## src/rtl/pio_pkg.sv

```systemverilog
package pio_pkg;
  typedef enum logic [1:0] {
    REG_DATA = 2'd0,
    REG_DIR  = 2'd1,
    REG_OD   = 2'd2,
    REG_NONE = 2'd3
  } reg_sel_e;
endpackage

```

## src/rtl/pio_tick_gen.sv

```systemverilog
module pio_tick_gen #(
  parameter int TICK_DIV = 4
) (
  input  logic clk,
  input  logic rst_n,
  output logic tick
);
  localparam int CW = (TICK_DIV > 1) ? $clog2(TICK_DIV) : 1;
  localparam logic [CW-1:0] LAST = CW'(TICK_DIV - 1);

  logic [CW-1:0] cnt_q;

  assign tick = (cnt_q == LAST);

  always_ff @(posedge clk) begin
    if (!rst_n) cnt_q <= '0;
    else if (tick) cnt_q <= '0;
    else cnt_q <= cnt_q + 1'b1;
  end

  generate
    if (TICK_DIV > 1) begin : g_spacing
      // ticks never come back to back when the divider exceeds one
      a_r2_tick_spacing: assert property (@(posedge clk) disable iff (!rst_n)
        tick |=> !tick);
    end
  endgenerate
endmodule

```

## src/rtl/pio_in_sampler.sv

```systemverilog
module pio_in_sampler #(
  parameter int WIDTH = 16
) (
  input  logic             clk,
  input  logic             rst_n,
  input  logic             tick,
  input  logic [WIDTH-1:0] pad_in,
  output logic [WIDTH-1:0] in_q
);
  always_ff @(posedge clk) begin
    if (!rst_n) in_q <= '0;
    else if (tick) in_q <= pad_in;
  end

  a_r2_hold_between_ticks: assert property (@(posedge clk) disable iff (!rst_n)
    !tick |=> $stable(in_q));
  a_r2_capture_on_tick: assert property (@(posedge clk) disable iff (!rst_n)
    tick |=> (in_q == $past(pad_in)));
endmodule

```

## src/rtl/pio_ctrl_regs.sv

```systemverilog
module pio_ctrl_regs
  import pio_pkg::*;
#(
  parameter int WIDTH   = 16,
  parameter bit HAS_DIR = 1'b1
) (
  input  logic             clk,
  input  logic             rst_n,
  input  logic             wr_en,
  input  reg_sel_e         reg_addr,
  input  logic [WIDTH-1:0] wr_data,
  output logic [WIDTH-1:0] dir_q,
  output logic [WIDTH-1:0] od_q
);
  always_ff @(posedge clk) begin
    if (!rst_n) od_q <= '0;
    else if (wr_en && reg_addr == REG_OD) od_q <= wr_data;
  end

  generate
    if (HAS_DIR) begin : g_dir
      always_ff @(posedge clk) begin
        if (!rst_n) dir_q <= '0;
        else if (wr_en && reg_addr == REG_DIR) dir_q <= wr_data;
      end
      a_r1_dir_write: assert property (@(posedge clk) disable iff (!rst_n)
        (wr_en && reg_addr == REG_DIR) |=> (dir_q == $past(wr_data)));
    end else begin : g_no_dir
      assign dir_q = '0;
    end
  endgenerate

  a_r6_od_write: assert property (@(posedge clk) disable iff (!rst_n)
    (wr_en && reg_addr == REG_OD) |=> (od_q == $past(wr_data)));
endmodule

```

## src/rtl/pio_out_latch.sv

```systemverilog
module pio_out_latch
  import pio_pkg::*;
#(
  parameter int WIDTH = 16,
  parameter int IDXW  = $clog2(WIDTH)
) (
  input  logic             clk,
  input  logic             rst_n,
  input  logic             wr_en,
  input  reg_sel_e         reg_addr,
  input  logic [WIDTH-1:0] wr_data,
  input  logic [IDXW-1:0]  bit_sel,
  input  logic             bit_set,
  input  logic             bit_clr,
  input  logic [WIDTH-1:0] dir_q,
  input  logic [WIDTH-1:0] in_q,
  output logic [WIDTH-1:0] out_q
);
  localparam logic [IDXW:0] WLIM = (IDXW+1)'(WIDTH);

  logic [WIDTH-1:0] base;
  logic [WIDTH-1:0] nxt;
  logic             rmw_go;
  logic             word_wr;

  assign word_wr = wr_en && (reg_addr == REG_DATA);
  assign rmw_go  = (bit_set ^ bit_clr) && ({1'b0, bit_sel} < WLIM);

  always_comb begin
    base = (dir_q & out_q) | (~dir_q & in_q);
    nxt  = out_q;
    if (rmw_go) begin
      nxt          = base;
      nxt[bit_sel] = bit_set;
    end
    if (word_wr) nxt = wr_data;
  end

  always_ff @(posedge clk) begin
    if (!rst_n) out_q <= '0;
    else out_q <= nxt;
  end

  // the full-word write overrides a same-cycle set/clear
  a_r7_word_write_wins: assert property (@(posedge clk) disable iff (!rst_n)
    word_wr |=> (out_q == $past(wr_data)));
  a_r5_set_bit: assert property (@(posedge clk) disable iff (!rst_n)
    (bit_set && !bit_clr && !word_wr && ({1'b0, bit_sel} < WLIM)) |=> out_q[$past(bit_sel)]);
  a_r5_clr_bit: assert property (@(posedge clk) disable iff (!rst_n)
    (bit_clr && !bit_set && !word_wr && ({1'b0, bit_sel} < WLIM)) |=> !out_q[$past(bit_sel)]);
  a_r5_idle_hold: assert property (@(posedge clk) disable iff (!rst_n)
    (!word_wr && !(bit_set ^ bit_clr)) |=> $stable(out_q));
endmodule

```

## src/rtl/bitio_port.sv

```systemverilog
module bitio_port
  import pio_pkg::*;
#(
  parameter int WIDTH    = 16,
  parameter int TICK_DIV = 4,
  parameter bit HAS_DIR  = 1'b1,
  parameter int IDXW     = $clog2(WIDTH)
) (
  input  logic             clk,
  input  logic             rst_n,
  input  logic             wr_en,
  input  logic [1:0]       reg_addr,
  input  logic [WIDTH-1:0] wr_data,
  input  logic [IDXW-1:0]  bit_sel,
  input  logic             bit_set,
  input  logic             bit_clr,
  output logic [WIDTH-1:0] rd_data,
  input  logic [WIDTH-1:0] pad_in,
  output logic [WIDTH-1:0] pad_out,
  output logic [WIDTH-1:0] pad_oe
);
  reg_sel_e         sel;
  logic             tick;
  logic [WIDTH-1:0] in_q;
  logic [WIDTH-1:0] dir_q;
  logic [WIDTH-1:0] od_q;
  logic [WIDTH-1:0] out_q;

  assign sel = reg_sel_e'(reg_addr);

  pio_tick_gen #(.TICK_DIV(TICK_DIV)) u_tick (
    .clk(clk), .rst_n(rst_n), .tick(tick));

  pio_in_sampler #(.WIDTH(WIDTH)) u_samp (
    .clk(clk), .rst_n(rst_n), .tick(tick), .pad_in(pad_in), .in_q(in_q));

  pio_ctrl_regs #(.WIDTH(WIDTH), .HAS_DIR(HAS_DIR)) u_ctrl (
    .clk(clk), .rst_n(rst_n), .wr_en(wr_en), .reg_addr(sel),
    .wr_data(wr_data), .dir_q(dir_q), .od_q(od_q));

  pio_out_latch #(.WIDTH(WIDTH), .IDXW(IDXW)) u_out (
    .clk(clk), .rst_n(rst_n), .wr_en(wr_en), .reg_addr(sel),
    .wr_data(wr_data), .bit_sel(bit_sel), .bit_set(bit_set),
    .bit_clr(bit_clr), .dir_q(dir_q), .in_q(in_q), .out_q(out_q));

  always_comb begin
    unique case (sel)
      REG_DATA: rd_data = (dir_q & out_q) | (~dir_q & in_q);
      REG_DIR:  rd_data = dir_q;
      REG_OD:   rd_data = od_q;
      default:  rd_data = '0;
    endcase
  end

  genvar gi;
  generate
    for (gi = 0; gi < WIDTH; gi++) begin : g_pad
      assign pad_oe[gi]  = dir_q[gi] & ~(od_q[gi] & out_q[gi]);
      assign pad_out[gi] = out_q[gi] & ~od_q[gi];
    end
    if (!HAS_DIR) begin : g_ro_chk
      a_r9_never_driven: assert property (@(posedge clk) disable iff (!rst_n)
        pad_oe == '0);
    end
  endgenerate

  a_r1_oe_needs_dir: assert property (@(posedge clk) disable iff (!rst_n)
    (pad_oe & ~dir_q) == '0);
  a_r6_od_release: assert property (@(posedge clk) disable iff (!rst_n)
    (pad_oe & od_q & out_q) == '0);
  a_r6_od_drives_low: assert property (@(posedge clk) disable iff (!rst_n)
    (pad_out & od_q) == '0);
endmodule

```

## config.mk

```make
export PLATFORM = sky130hd
export DESIGN_NAME = bitio_port
export DESIGN_NICKNAME = d
export VERILOG_FILES = /design/src/rtl/pio_pkg.sv /design/src/rtl/pio_tick_gen.sv /design/src/rtl/pio_in_sampler.sv /design/src/rtl/pio_ctrl_regs.sv /design/src/rtl/pio_out_latch.sv /design/src/rtl/bitio_port.sv
export SDC_FILE = /design/constraint.sdc
export NUM_CORES = 1
export LEC_CHECK = 0
export BUFFER_PORTS_ARGS = -buffer_cell sky130_fd_sc_hd__clkbuf_2
export CORE_UTILIZATION = 35
export DETAILED_ROUTE_END_ITERATION = 7
export GPL_TIMING_DRIVEN = 0
export HOLD_SLACK_MARGIN = 0.1
export PLACE_DENSITY = 0.64
export SETUP_SLACK_MARGIN = 0.15
export SLEW_MARGIN = 0
export SYNTH_ARGS = -nofsm -noshare
export SYNTH_HDL_FRONTEND = slang
export SYNTH_HIERARCHICAL = 1
export SYNTH_SLANG_ARGS = --single-unit
export TNS_END_PERCENT = 10
```

## constraint.sdc

```tcl
create_clock -name clk -period 2.19 [get_ports clk]
set_clock_uncertainty 0.05 [all_clocks]
set_input_delay 0 -clock clk [delete_from_list [all_inputs] [get_ports clk]]
set_output_delay 0 -clock clk [all_outputs]
set_load 0.05 [all_outputs]
```

After elaboration in Yosys (flattened, before gate mapping)

Cells that the tools add are included.

Register bits after elaboration: 66
Input port bits: 43

Order comparisons: 2
$add $sub $neg: 1
Equality and inequality tests: 3
Bitwise logic cells: 86
Reduce and logical (&&, ||, !) cells: 7
Muxes and demuxes: 6

Operators by type and width:

| cell                                                                         | number |
|---|---|
| 1-bit bitwise AND                                                            | 48 |
| 16-bit one-hot mux with 3 select lines                                       | 1 |
| 1-bit NOT                                                                    | 33 |
| 16-bit bitwise AND                                                           | 2 |
| 16-bit 2-to-1 mux                                                            | 2 |
| 16-bit bitwise mux                                                           | 1 |
| 16-bit NOT                                                                   | 1 |
| 16-bit bitwise OR                                                            | 1 |
| 4-bit by 5-bit less-than comparator with 1-bit output, second input constant | 1 |
| 1-bit demux with 4-bit select                                                | 1 |
| 2-bit equality test, second input constant                                   | 2 |
| 4-bit by 1-bit >= comparator with 1-bit output, second input constant        | 1 |
| 1-bit logical AND                                                            | 4 |
| 2-bit by 1-bit adder with 2-bit output, second input constant                | 1 |
| 2-bit by 1-bit equality test with 1-bit output, second input constant        | 1 |
| 2-bit zero test                                                              | 1 |
| 2-bit nonzero test                                                           | 1 |
| 2-bit OR reduction                                                           | 1 |
| 1-bit 2-to-1 mux                                                             | 1 |
| 1-bit XOR                                                                    | 1 |

Logic depth before layout (Yosys ltp)

Depth after elaboration: 7
Depth in mapped cells: 6
Mapped depth without buffers: 4

Cells and area by module

The synthesis kept the hierarchy.

Modules (own cells, without submodules):

| module         | cells each | times used | seq. area each (um^2) | area an instance (um^2) |
|---|---|---|---|---|
| pio_out_latch  | 166        | 1          | 320.3                 | 1367.6 |
| pio_ctrl_regs  | 123        | 1          | 640.6                 | 1229.9 |
| bitio_port     | 105        | 1          | 0.0                   | 691.9 |
| pio_in_sampler | 51         | 1          | 320.3                 | 615.6 |
| pio_tick_gen   | 5          | 1          | 40.0                  | 73.8 |

Least setup slack after synthesis

OpenSTA, ideal clock, no wires.

Kind: reg2out
From: reg u_ctrl.dir_q[0]
To: out pad_oe[0]
Path buffers: 0
Arrival time: 1536 ps
Cell stages (with the launch flop): 2
Setup slack: 604 ps
Cell sequence: dfxtp_1 a21boi_0

Longest elaborated chain between the ends: 1

Ends and longest elaborated chain:

| item                   | RTL line            | text |
|---|---|---|
| start, declared        | pio_ctrl_regs.sv:12 | `output logic [WIDTH-1:0] dir_q,` |
| start signal, assigned | pio_ctrl_regs.sv:24 | `else if (wr_en && reg_addr == REG_DIR) dir_q <= wr_data;` |
| 1-bit bitwise AND      | bitio_port.sv:58    | `assign pad_oe[gi] = dir_q[gi] & ~(od_q[gi] & out_q[gi]);` |
| end, declared          | bitio_port.sv:20    | `output logic [WIDTH-1:0] pad_oe` |

Every way passes these cells.

==> flow_metrics.env <==
export IMPL_grt_pass1_vias=3955
export IMPL_cts_tree="built"
export IMPL_end_kind="flop"
export IMPL_critical_path_top_delay_family="buffers and inverters"
export IMPL_tightest_slew_ns=0.717
export IMPL_path_clk_slew_ns=0.06
export IMPL_drive_above_1_share_pct=23.6
export IMPL_yosys_area_top_type="dfxtp_1"
export IMPL_syn_area_sq_um=3980
export IMPL_insertion_delay_ns=0.34
export IMPL_async_reset_ff_share_pct=0
export IMPL_finalCritPeriodShare_pct=85.1
export IMPL_num_vias=4034
export IMPL_vdd_drop_max_mv=0.358
export IMPL_cp_max_fo=13
export IMPL_crit_chain="dlygate4sd3_1 > clkbuf_2 > clkbuf_1 > clkbuf_1 > nand2_1 > a21oi_1 > a31o_1"
export IMPL_post_cts_resized=0
export IMPL_combPwrFrac_pct=20.0
export IMPL_worstPathArrival_ns=2.10
export IMPL_hold_violations=0
export IMPL_num_antenna_cells=0
export IMPL_root_buffer="clkbuf_16"
export IMPL_synth_cell_types=45
export IMPL_grt_max_degree=14
export IMPL_synth_top_area_share_pct=33.2
export IMPL_io_buffers=90
export IMPL_fillCellCount=1086
export IMPL_dp_hpwl_mm=9.06
export IMPL_gp_congestion=0.813
export IMPL_netSwitchingFraction_pct=30.2
export IMPL_max_cap_viol_count=0
export IMPL_crit_top_cell="clkbuf_1"
export IMPL_grt_antenna_before_repair=0
export IMPL_dieArea_sq_um=11800
export IMPL_drt_pass1_iterations=5
export IMPL_critPathKind="primary input to flop"
export IMPL_worstSetupPathDepth=7
export IMPL_final_antenna_net_count=0
export IMPL_dr_first_iter_drc_count=290
export IMPL_rr_worst_depth=5
export IMPL_grtUsageTotal_pct=23.0
export IMPL_synthCells=450
export IMPL_power_leakage_nw=2.20
export IMPL_hold_ws_ns=0.114
export IMPL_initial_core_util_pct=36.4
export IMPL_power_frac_clock_pct=40.3
export IMPL_finalPower_mw=3.30
export IMPL_setup_viol=0
export IMPL_startpoint_type="primary input"
export IMPL_rows=38
export IMPL_cts_setup_buffers=0
export IMPL_cts_max_path_buffers=2
export IMPL_synth_edf_count=0
export IMPL_power_density_nw_per_um2=628
export IMPL_syn_nets=494
export IMPL_most_common_layout_cells="90 x clkbuf_2, 81 x nand2_1, 66 x dfxtp_1"
export IMPL_cp_slowest_stage_delay_ns=0.53
export IMPL_outcome="finished clean"
export IMPL_required_ns=2.42
export IMPL_grt_overflow=0
export IMPL_die_y_um=109
export IMPL_remaining_drc_errors=0
export IMPL_grt_pass1_wl_mm=20.2
export IMPL_h_tree_depth=3
export IMPL_tns_ns=0
export IMPL_slew_limit_headroom_pct=52.2
export IMPL_reg2reg_slack_ns=0.44
export IMPL_ys_flop_type="dfxtp_1"
export IMPL_max_clock_freq_ghz=0.536
export IMPL_die_w_um=109
export IMPL_ys_ff_latch=66
export IMPL_final_common_cell="clkbuf_2"
export IMPL_cpMaxStageDelayCell="dlygate4sd3_1"
export IMPL_whs_path_depth=3
export IMPL_nets=633
export IMPL_postCtsHoldBufs=38
export IMPL_wl_per_cell_um=18.1
export IMPL_area_growth_syn_to_layout_pct=31.9
export IMPL_yosys_warnings=6
export IMPL_synth_seq_area_share_pct=33.2
export IMPL_seq_power_share_pct=39.7
export IMPL_finalWirelength_mm=13.3
export IMPL_viasPerCell=5.50
export IMPL_core_sq_um=10900
export IMPL_rsz0062_at_grt="false"
export IMPL_crit_buf_inv=4
export IMPL_cts_sinks=66
export IMPL_hp_class="primary input to flop"
export IMPL_maxSlewViolCount=0
export IMPL_synth_area_top_cells="dfxtp_1 33%, mux2i_1 12%, nand2_1 7.6%"
export IMPL_numCtsBuffers=9
export IMPL_p_sw_mw=0.995
export IMPL_period_needed_ns=1.86
export IMPL_internal_power_mw=2.30
export IMPL_syn_area_per_cell_sq_um=8.84
export IMPL_ios=91
==> kinds of logic after synthesis <==
kind of cell | after synthesis | synth area share [%]
flip-flops | 66 | 33.2
buffers and inverters | 51 | 8.99
AND/OR/NAND/NOR | 172 | 24.2
AO/OA/AOI/OAI | 110 | 20.8
multiplexers | 49 | 12.3
adder cells (fa/ha/maj) | 1 | 0.314
XOR/XNOR | 1 | 0.220
==> routing by layer <==
layer  vias to the layer above  track usage, %  part of all wire, %
li1                       1919               -                    -
met1                      1915            29.3                   44
met2                       167            37.7                   46
met3                        33            4.18                  6.8
met4                         0            10.1                  2.9
met5                         -               0                    0
==> cell usage after synthesis (2+ instances only) <==
cell       instances
nand2_1           81
dfxtp_1           66
mux2i_1           49
nor2b_1           33
o211ai_1          30
inv_1             17
a21boi_0          16
a32oi_1           16
nand3b_1          16
a21oi_1           15
nand3_1           15
o21a_1            14
buf_6             12
a31o_1            10
buf_2              7
clkbuf_1           6
a31o_2             4
buf_4              4
nand4b_1           4
nand4bb_1          4
or4b_1             3
and3b_1            2
buf_12             2
nor3b_1            2
or4bb_1            2
==> power by group through the flow <==
stage          clock (mW)  sequential (mW)  combinational [mW]
3_5_place_dp            0             1.33               0.600
4_1_cts              1.34             1.31               0.653
6_report             1.33             1.31               0.659
5_1_grt              1.38             1.32               0.699
2_1_floorplan           0             1.32               0.420
3_3_place_gp            0             1.33               0.587
==> worst paths after layout <==
kind | from | to
max | rst_n | flop
min | bit_set | flop
max reg2reg | u_tick/cnt_q[0]$_SDFF_PP0_ | u_samp/in_q[1]$_SDFFE_PN0P_
min reg2reg | u_tick/cnt_q[0]$_SDFF_PP0_ | u_tick/cnt_q[0]$_SDFF_PP0_
==> worst reg2reg max path: stages (launching register included) <==
cell	delay, ns
dfxtp_1	0.36
ha_1	0.23
buf_6	0.18
mux2i_1	0.20
nor2b_1	0.06
dlygate4sd3_1	0.55
==> final cells by class <==
cell class / instances / area [sq um] / share of cell area [%]
multi-input cells: 333 / 2300 / 43.8
well taps: 140 / 175 / 3.34
clock buffers: 13 / 250 / 4.77
flip-flops and latches: 66 / 1320 / 25.2
clock inverters: 3 / 15.0 / 0.286
inverters: 18 / 67.6 / 1.29
plain buffers: 33 / 290 / 5.53
repair buffers: 128 / 831 / 15.8
==> stage by stage <==
step                      cells  instance area, sq um  util (%)  setup WS [ns]
after floorplan             450                  3980         -          0.604
after global placement      680                  4600      42.1          0.583
after detailed placement    680                  4600      42.1          0.580
after CTS                   734                  5250      48.0          0.384
after global routing        734                  5250      48.0          0.173
final                       734                  5250      48.0          0.326
Note: power is estimated with default switching activity, not from simulation.
